## src/rtl/ptl_pkg.sv

```systemverilog
package ptl_pkg;
  localparam int LBL_W = 3;
  typedef logic [LBL_W-1:0] label_t;

  localparam label_t LBL_UNEQ  = 3'b000;
  localparam label_t LBL_EQUIP = 3'b001;

  // Label occupies the 3rd..5th bits from the MSB of the MA byte.
  function automatic label_t ma_to_label(input logic [7:0] ma);
    return ma[5:3];
  endfunction

  function automatic logic label_disagree(input label_t acc, input label_t exp_l);
    if (exp_l == LBL_UNEQ)       return (acc != LBL_UNEQ);
    else if (exp_l == LBL_EQUIP) return (acc == LBL_UNEQ);
    else                         return (acc != exp_l);
  endfunction
endpackage

```

## src/rtl/ptl_persist.sv

```systemverilog
module ptl_persist
  import ptl_pkg::*;
#(
  parameter int ACCEPT_N = 5
) (
  input  logic   clk,
  input  logic   rst_n,
  input  logic   stb,
  input  label_t lbl,
  output logic   hit
);
  localparam int RUN_W = $clog2(ACCEPT_N + 1);
  localparam logic [RUN_W-1:0] RUN_MAX = RUN_W'(ACCEPT_N);

  label_t           cand_q;
  logic [RUN_W-1:0] run_q, run_d;

  always_comb begin
    if (lbl != cand_q)       run_d = RUN_W'(1);
    else if (run_q < RUN_MAX) run_d = run_q + RUN_W'(1);
    else                     run_d = run_q;
  end

  assign hit = stb && (run_d == RUN_MAX);

  always_ff @(posedge clk) begin
    if (!rst_n) begin
      cand_q <= '0;
      run_q  <= '0;
    end else if (stb) begin
      cand_q <= lbl;
      run_q  <= run_d;
    end
  end

  p_run_hold_r5: assert property (@(posedge clk) disable iff (!rst_n)
    !stb |=> $stable(run_q) && $stable(cand_q));
  p_run_bound_r3: assert property (@(posedge clk) disable iff (!rst_n)
    run_q <= RUN_MAX);
endmodule

```

## src/rtl/ptl_unsettle.sv

```systemverilog
module ptl_unsettle #(
  parameter int UNSET_N = 8
) (
  input  logic clk,
  input  logic rst_n,
  input  logic stb,
  input  logic hit,
  output logic unstable
);
  localparam int CNT_W = $clog2(UNSET_N + 1);
  localparam logic [CNT_W-1:0] CNT_MAX = CNT_W'(UNSET_N);

  logic [CNT_W-1:0] cnt_q, cnt_d;

  always_comb begin
    cnt_d = cnt_q;
    if (stb) begin
      if (hit)                 cnt_d = '0;
      else if (cnt_q < CNT_MAX) cnt_d = cnt_q + CNT_W'(1);
    end
  end

  always_ff @(posedge clk) begin
    if (!rst_n) begin
      cnt_q    <= '0;
      unstable <= 1'b0;
    end else begin
      cnt_q    <= cnt_d;
      unstable <= (cnt_d == CNT_MAX);
    end
  end

  p_clear_on_hit_r7: assert property (@(posedge clk) disable iff (!rst_n)
    stb && hit |=> !unstable);
  p_hold_idle_r5: assert property (@(posedge clk) disable iff (!rst_n)
    !stb |=> $stable(unstable));
endmodule

```

## src/rtl/e3_plabel_filter.sv

```systemverilog
module e3_plabel_filter
  import ptl_pkg::*;
#(
  parameter int ACCEPT_N = 5,
  parameter int UNSET_N  = 8
) (
  input  logic       clk,
  input  logic       rst_n,
  input  logic       ma_stb,
  input  logic [7:0] ma_byte,
  input  logic [2:0] exp_label,
  output logic [2:0] acc_label,
  output logic       label_chg,
  output logic       label_unstable,
  output logic       label_mismatch
);
  label_t lbl;
  logic   hit;

  assign lbl = ma_to_label(ma_byte);

  ptl_persist #(.ACCEPT_N(ACCEPT_N)) u_persist (
    .clk(clk), .rst_n(rst_n), .stb(ma_stb), .lbl(lbl), .hit(hit)
  );

  ptl_unsettle #(.UNSET_N(UNSET_N)) u_unsettle (
    .clk(clk), .rst_n(rst_n), .stb(ma_stb), .hit(hit), .unstable(label_unstable)
  );

  always_ff @(posedge clk) begin
    if (!rst_n) begin
      acc_label <= LBL_UNEQ;
      label_chg <= 1'b0;
    end else begin
      label_chg <= hit && (lbl != acc_label);
      if (hit) acc_label <= lbl;
    end
  end

  assign label_mismatch = label_disagree(acc_label, exp_label);

  p_chg_needs_stb_r4: assert property (@(posedge clk) disable iff (!rst_n)
    label_chg |-> $past(ma_stb));
  p_chg_new_value_r4: assert property (@(posedge clk) disable iff (!rst_n)
    label_chg |-> (acc_label != $past(acc_label)));
  p_acc_hold_r3: assert property (@(posedge clk) disable iff (!rst_n)
    !ma_stb |=> $stable(acc_label));
  p_chg_clears_unstable_r7: assert property (@(posedge clk) disable iff (!rst_n)
    label_chg |-> !label_unstable);
  always_comb begin
    if (exp_label == 3'b001)
      p_equip_rule_r9: assert (label_mismatch == (acc_label == 3'b000));
  end
endmodule

```

## config.mk

```make
export PLATFORM = sky130hd
export DESIGN_NAME = e3_plabel_filter
export DESIGN_NICKNAME = d
export VERILOG_FILES = /design/src/rtl/ptl_pkg.sv /design/src/rtl/ptl_persist.sv /design/src/rtl/ptl_unsettle.sv /design/src/rtl/e3_plabel_filter.sv
export SDC_FILE = /design/constraint.sdc
export NUM_CORES = 1
export LEC_CHECK = 0
export BUFFER_PORTS_ARGS = -buffer_cell sky130_fd_sc_hd__buf_4
export CORE_MARGIN = 3
export CORE_UTILIZATION = 54
export CTS_BUF_LIST = sky130_fd_sc_hd__clkbuf_8
export CTS_CLUSTER_DIAMETER = 30
export CTS_CLUSTER_SIZE = 8
export DETAILED_ROUTE_END_ITERATION = 10
export PLACE_DENSITY = 0.82
export SLEW_MARGIN = 20
export SYNTH_ARGS = -nofsm -noshare
export SYNTH_HDL_FRONTEND = slang
export SYNTH_SLANG_ARGS = --single-unit
```

## constraint.sdc

```tcl
create_clock -name clk -period 1.9 [get_ports clk]
set_input_delay 0.285 -clock clk [delete_from_list [all_inputs] [get_ports clk]]
set_output_delay 0.285 -clock clk [all_outputs]
set_load 0.01 [all_outputs]
```

==> results_dict.tcl, run 1 <==
set metrics [dict create \
    clock_skew_ps 4.816 \
    seq_area_sq_um 300.3 \
    num_rows 13 \
    leakagePower_nw 0.4191 \
    die_w_microns 45.20 \
    tightest_slew_ps 363.7 \
    wl_per_cell_microns 13.53 \
    crit_chain "ha_1, nor4b_4, a31oi_1, nor3b_4, buf_4, mux2i_1" \
    antenna_cells 0 \
    layout_min_cycle_time_ps 1685 \
    max_stage_delay_ps 410 \
    drt-initial-drc-count 6 \
    crit_arrival_ps 1860 \
    syn_nets 105 \
    first_global_vias 719 \
    via_count 713 \
    synthCells 89 \
    antenna_found_initial 0 \
    dp_hpwl_microns 1175 \
    timing.fmax_ghz 0.5934 \
    seq_area_frac_synth_pct 36.20 \
    post_cts_resized 0 \
    track_usage_pct 19.49 \
    synth.top_cell.area_share_pct 36.20 \
    ys_seq_elements 15 \
    cts.htree.levels 1 \
    cts_root_buf "clkbuf_8" \
    multiInputGateArea_sq_um 491.7 \
    cts_buffers 3 \
    die_h_microns 45.20 \
    rsz0062_at_grt "no" \
    hold_class "primary input to flip-flop" \
    end_kind "flip-flop" \
    slew_viol_final 0 \
    ys_top_cells_by_area "dfxtp_1 (36%), mux2i_1 (8.4%), nand2_1 (5.0%), xnor2_1 (4.2%), xor2_1 (4.2%)" \
    fillers 104 \
    ir_worst_vdd_mv 0.6311 \
    synth_top_area_cell "dfxtp_1" \
    yosysUniqueCellTypes 32 \
    fin_util_pct 72.89 \
    area_growth_syn_to_layout_pct 20.06 \
    nets 123 \
    ant_nets 0 \
    grt_start_max_net_pins 18 \
    crit_fanout 9 \
    path_class "flip-flop to flip-flop" \
    power_density_nw_per_um2 684.2 \
    die_area_sq_um 2043 \
    cts_buffer_depth 2 \
    via_per_inst 5.893 \
    setup_viol 0 \
    netlist_area_sq_um 829.5 \
    crit_required_ps 2070 \
    tns_ps 0 \
    yosys_warnings 0 \
    drt_wl_total_microns 1637 \
    drive_gt1_share_pct 21.70 \
    critPathLaunchType "flip-flop" \
    core_area_sq_um 1366 \
    maxCapViolations 0 \
    avgSynthCellArea_sq_um 9.321 \
    cts_tree "built" \
    timing.final.crit_share_pct 88.70 \
    cts_num_sinks 15 \
    clk_latency_ps 240 \
    path_clk_slew_ps 60 \
    dr.pass1.iters 4 \
    status "finished, final reports clean" \
    initial_core_util_pct 60.71 \
    drcViolationCount 0 \
    grt_pass1_wl_microns 2987 \
    finalHoldViolations 0 \
    grt_overflow 0 \
    max_slew_margin_pct 75.70 \
    slowest_stage "dfxtp_1" \
    io_pins 20 \
    ctsHoldBuffers 0 \
    post_cts_buffers 0 \
    port_buffers 14 \
    place_congestion 0.7351 \
]
[Yosys cell counts]
master and n:
a211oi_1 2, a21oi_1 2, a221oi_1 1, a31oi_1 1, a32oi_1 1, a41o_1 1
and2_1 2, and3b_1 1, and4bb_2 1, buf_6 1, clkbuf_1 2, dfxtp_1 15
ha_1 2, inv_1 5, mux2i_1 7, nand2_1 11, nand3_1 1, nor2_1 3
nor2b_1 4, nor3_1 3, nor3b_1 3, nor3b_4 1, nor4b_4 1, o2111ai_1 2
o211ai_1 1, o21ai_0 3, o21bai_1 1, o22ai_1 1, o311a_1 1, or4_1 1
xnor2_1 4, xor2_1 4
[cells by family (layout without fill, tap and decap cells)]
| logic type | Yosys count | after routing | share of synthesized area (%) |
|---|---|---|---|
| adder cells (fa/ha/maj) | 2 | 2 | 3.016 |
| XOR/XNOR | 8 | 8 | 8.446 |
| AND/OR/NAND/NOR | 32 | 32 | 24.58 |
| multiplexers | 7 | 7 | 8.447 |
| AO/OA/AOI/OAI | 17 | 17 | 14.78 |
| buffers and inverters | 8 | 25 | 4.525 |
| flip-flops | 15 | 15 | 36.20 |
[worst max-delay path: cells and delay by family (launching register included)]
| kind | cells | cell delay, ps |
|---|---|---|
| flip-flops | 1 | 410 |
| buffers and inverters | 1 | 200 |
| adder cells (fa/ha/maj) | 1 | 310 |
| multiplexers | 1 | 180 |
| AND/OR/NAND/NOR | 2 | 420 |
| AO/OA/AOI/OAI | 1 | 100 |
[placed cells by master (no fill, tap or decap), drive strengths merged, types with 4 or more instances in the layout]
cell	n
buf	16
dfxtp	15
nand2	11
mux2i	7
inv	5
xnor2	4
nor2b	4
xor2	4
nor3b	4
[flip-flops by register name (all words and copies together), names as in the netlist]
signal               count
label_chg                1
u_persist.cand_q         3
u_persist.run_q          3
u_unsettle.unstable      1
acc_label                3
u_unsettle.cnt_q         4
[area by class of cell]
type	instances	share of cell area, %
multi-input cells	66	49.37
repair buffers	16	12.06
clock buffers	3	4.146
inverters	5	1.884
clock inverters	1	0.5025
well taps	15	1.884
flip-flops and latches	15	30.15
[path summary, 6_finish.rpt]
check / slack, ps / start / to / cells past startpoint
setup reg to reg: 210 / u_persist.run_q[1] / acc_label[1] / 6
hold / removal: 330 / ma_byte[5] / acc_label[2] / 3
setup / recovery: 210 / u_persist.run_q[1] / acc_label[1] / 6
hold reg to reg: 510 / acc_label[1] / acc_label[1] / 2
[layer usage]
metal / share of wire (%) / up-vias / track usage, %
met5: 0 / - / 0
li1: - / 352 / -
met3: 2.9 / 4 / 3.984
met4: 1.5 / 0 / 8.187
met1: 43 / 342 / 22.93
met2: 52 / 15 / 33.90
[where the power goes]
group	internal (mW)	switching [mW]	total (mW)
clock network	0.145	0.109	0.254
logic	0.0451	0.0476	0.0926
registers	0.325	0.00955	0.335
[metrics by stage]
stage	cell area, sq um	std cells	worst slack, ps	hold WS (ps)	power [mW]
floorplan	829.5	89	207.8	423.1	0.3990
global placement	949.7	117	285.2	489.2	0.4285
detailed placement	949.7	117	237.9	503.9	0.4329
CTS	996.0	121	214.0	320.9	0.6885
global route	996.0	121	94.53	345.9	0.7161
finish	996.0	121	214.7	325.4	0.6815
No activity file was read; power rests on OpenSTA's default activity.
==> run 2: changes to the inputs <==
Clock period 1.9 ns to 1.7 ns, I/O delays scaled along.
==> results_dict.tcl, run 2 (synthesis results as in run 1) <==
set metrics [dict create \
    ff2ff_path_depth 6 \
    port_buffers 14 \
    timing.final.crit_share_pct 93.69 \
    io_pins 20 \
    initial_core_util_pct 60.71 \
    stdcell_count 122 \
    cts_tree "built" \
    dp_hpwl_microns 1192 \
    ant_nets 0 \
    timing.rr.end "acc_label[0]" \
    grt_start_max_net_pins 18 \
    reg2reg_slack_ps 110 \
    leakagePower_nw 0.4267 \
    track_usage_pct 19.08 \
    grt_overflow 0 \
    timing.rr.start "u_persist.run_q[0]" \
    drt-initial-drc-count 8 \
    cts_buffer_depth 2 \
    regMostFlops "u_unsettle.cnt_q" \
    dp_slack_ps 88.77 \
    tightest_slew_ps 372.0 \
    crit_fanout 9 \
    hold_class "primary input to flip-flop" \
    cts.htree.levels 1 \
    path_clk_slew_ps 60 \
    cp-startpoint "u_persist.run_q[0]" \
    area_growth_syn_to_layout_pct 21.27 \
    min_from "ma_byte[4]" \
    die_area_sq_um 2043 \
    slew_viol_final 0 \
    maxCapViolations 0 \
    largest_reg_flops 4 \
    grt_pass1_wl_microns 2753 \
    die_w_microns 45.20 \
    worst_slack_ps 107.2 \
    antenna_found_initial 0 \
    holdPathStages 3 \
    max_slew_margin_pct 75.15 \
    finalHoldViolations 0 \
    layout_min_cycle_time_ps 1593 \
    total_power_mw 0.7540 \
    place_inst 118 \
    ir_worst_vdd_mv 0.6909 \
    drt_wl_total_microns 1658 \
    drive_gt1_share_pct 21.50 \
    fillers 96 \
    cts_num_sinks 15 \
    critical_path.endpoint "acc_label[0]" \
    clock_skew_ps 1.477 \
    first_global_vias 675 \
    antenna_cells 0 \
    crit_required_ps 1880 \
    drcViolationCount 0 \
    end_kind "flip-flop" \
    place_congestion 0.7419 \
    cts_buffers 3 \
    power_density_nw_per_um2 749.6 \
    path_class "flip-flop to flip-flop" \
    via_count 714 \
    die_h_microns 45.20 \
    wl_per_cell_microns 13.59 \
    timing.fmax_ghz 0.6278 \
    core_area_sq_um 1366 \
    final_cell_mix "buf_4 (16), dfxtp_1 (15), nand2_1 (11), mux2i_1 (7), inv_1 (6)" \
    critPathLaunchType "flip-flop" \
    num_rows 13 \
    via_per_inst 5.852 \
    nets 124 \
    status "finished, final reports clean" \
    dr.pass1.iters 4 \
    setup_viol 0 \
    rsz0062_at_grt "no" \
    cts_root_buf "clkbuf_8" \
    tns_ps 0 \
    crit_arrival_ps 1770 \
    clk_latency_ps 240 \
    ctsHoldBuffers 0 \
    final_common_cell "buf_4" \
]
[run 2: final cells by class]
| class | instances | area [sq um] | area share [%] |
|---|---|---|---|
| Clock buffer | 3 | 41.29 | 4.104 |
| Clock inverter | 1 | 3.754 | 0.3731 |
| Inverter | 5 | 18.77 | 1.866 |
| Multi-Input combinational cell | 66 | 491.7 | 48.88 |
| Sequential cell | 15 | 300.3 | 29.85 |
| Tap cell | 15 | 18.77 | 1.866 |
| Timing Repair Buffer | 17 | 131.4 | 13.06 |
[run 2: worst min path at each step]
stage | to | slack [ps]
detailed placement | acc_label[1] | 500
CTS | acc_label[1] | 290
finish | acc_label[1] | 300
global route | acc_label[1] | 310
floorplan | u_unsettle.cnt_q[3] | 390
global placement | acc_label[1] | 490
[run 2: repair_timing]
action                     4_1_cts  5_1_grt
setup buffers                    0        0
setup endpoints to repair        0        2
gates resized for setup          0        1
[run 2: through the flow]
stage	instance area [sq um]	hold WS, ps	utilization (%)
2_1_floorplan	829.5	393.1	-
3_3_place_gp	957.2	490.0	70.05
3_5_place_dp	957.2	499.0	70.05
4_1_cts	1002	292.4	73.35
5_1_grt	1006	306.2	73.63
6_report	1006	296.8	73.63
[run 2: where the power goes]
part	switching [mW]	leakage, nW	internal [mW]
Clock	0.116	0.0269	0.160
Combinational	0.0534	0.278	0.0511
Sequential	0.0105	0.122	0.364
Total	0.180	0.427	0.574
[run 2: critical path: stages (launching register included)]
cell and delay, ps:
dfxtp_1 310, ha_1 340, nor4b_4 210, a31oi_1 90, nor3b_4 220, buf_6 160
mux2i_1 180
[run 2: routing by layer]
layer | global-route usage [%] | vias up | part of all wire (%)
li1 | - | 354 | -
met1 | 20.73 | 332 | 43
met2 | 31.92 | 24 | 50
met3 | 5.976 | 4 | 5.5
met4 | 11.70 | 0 | 1.7
met5 | 0 | - | 0
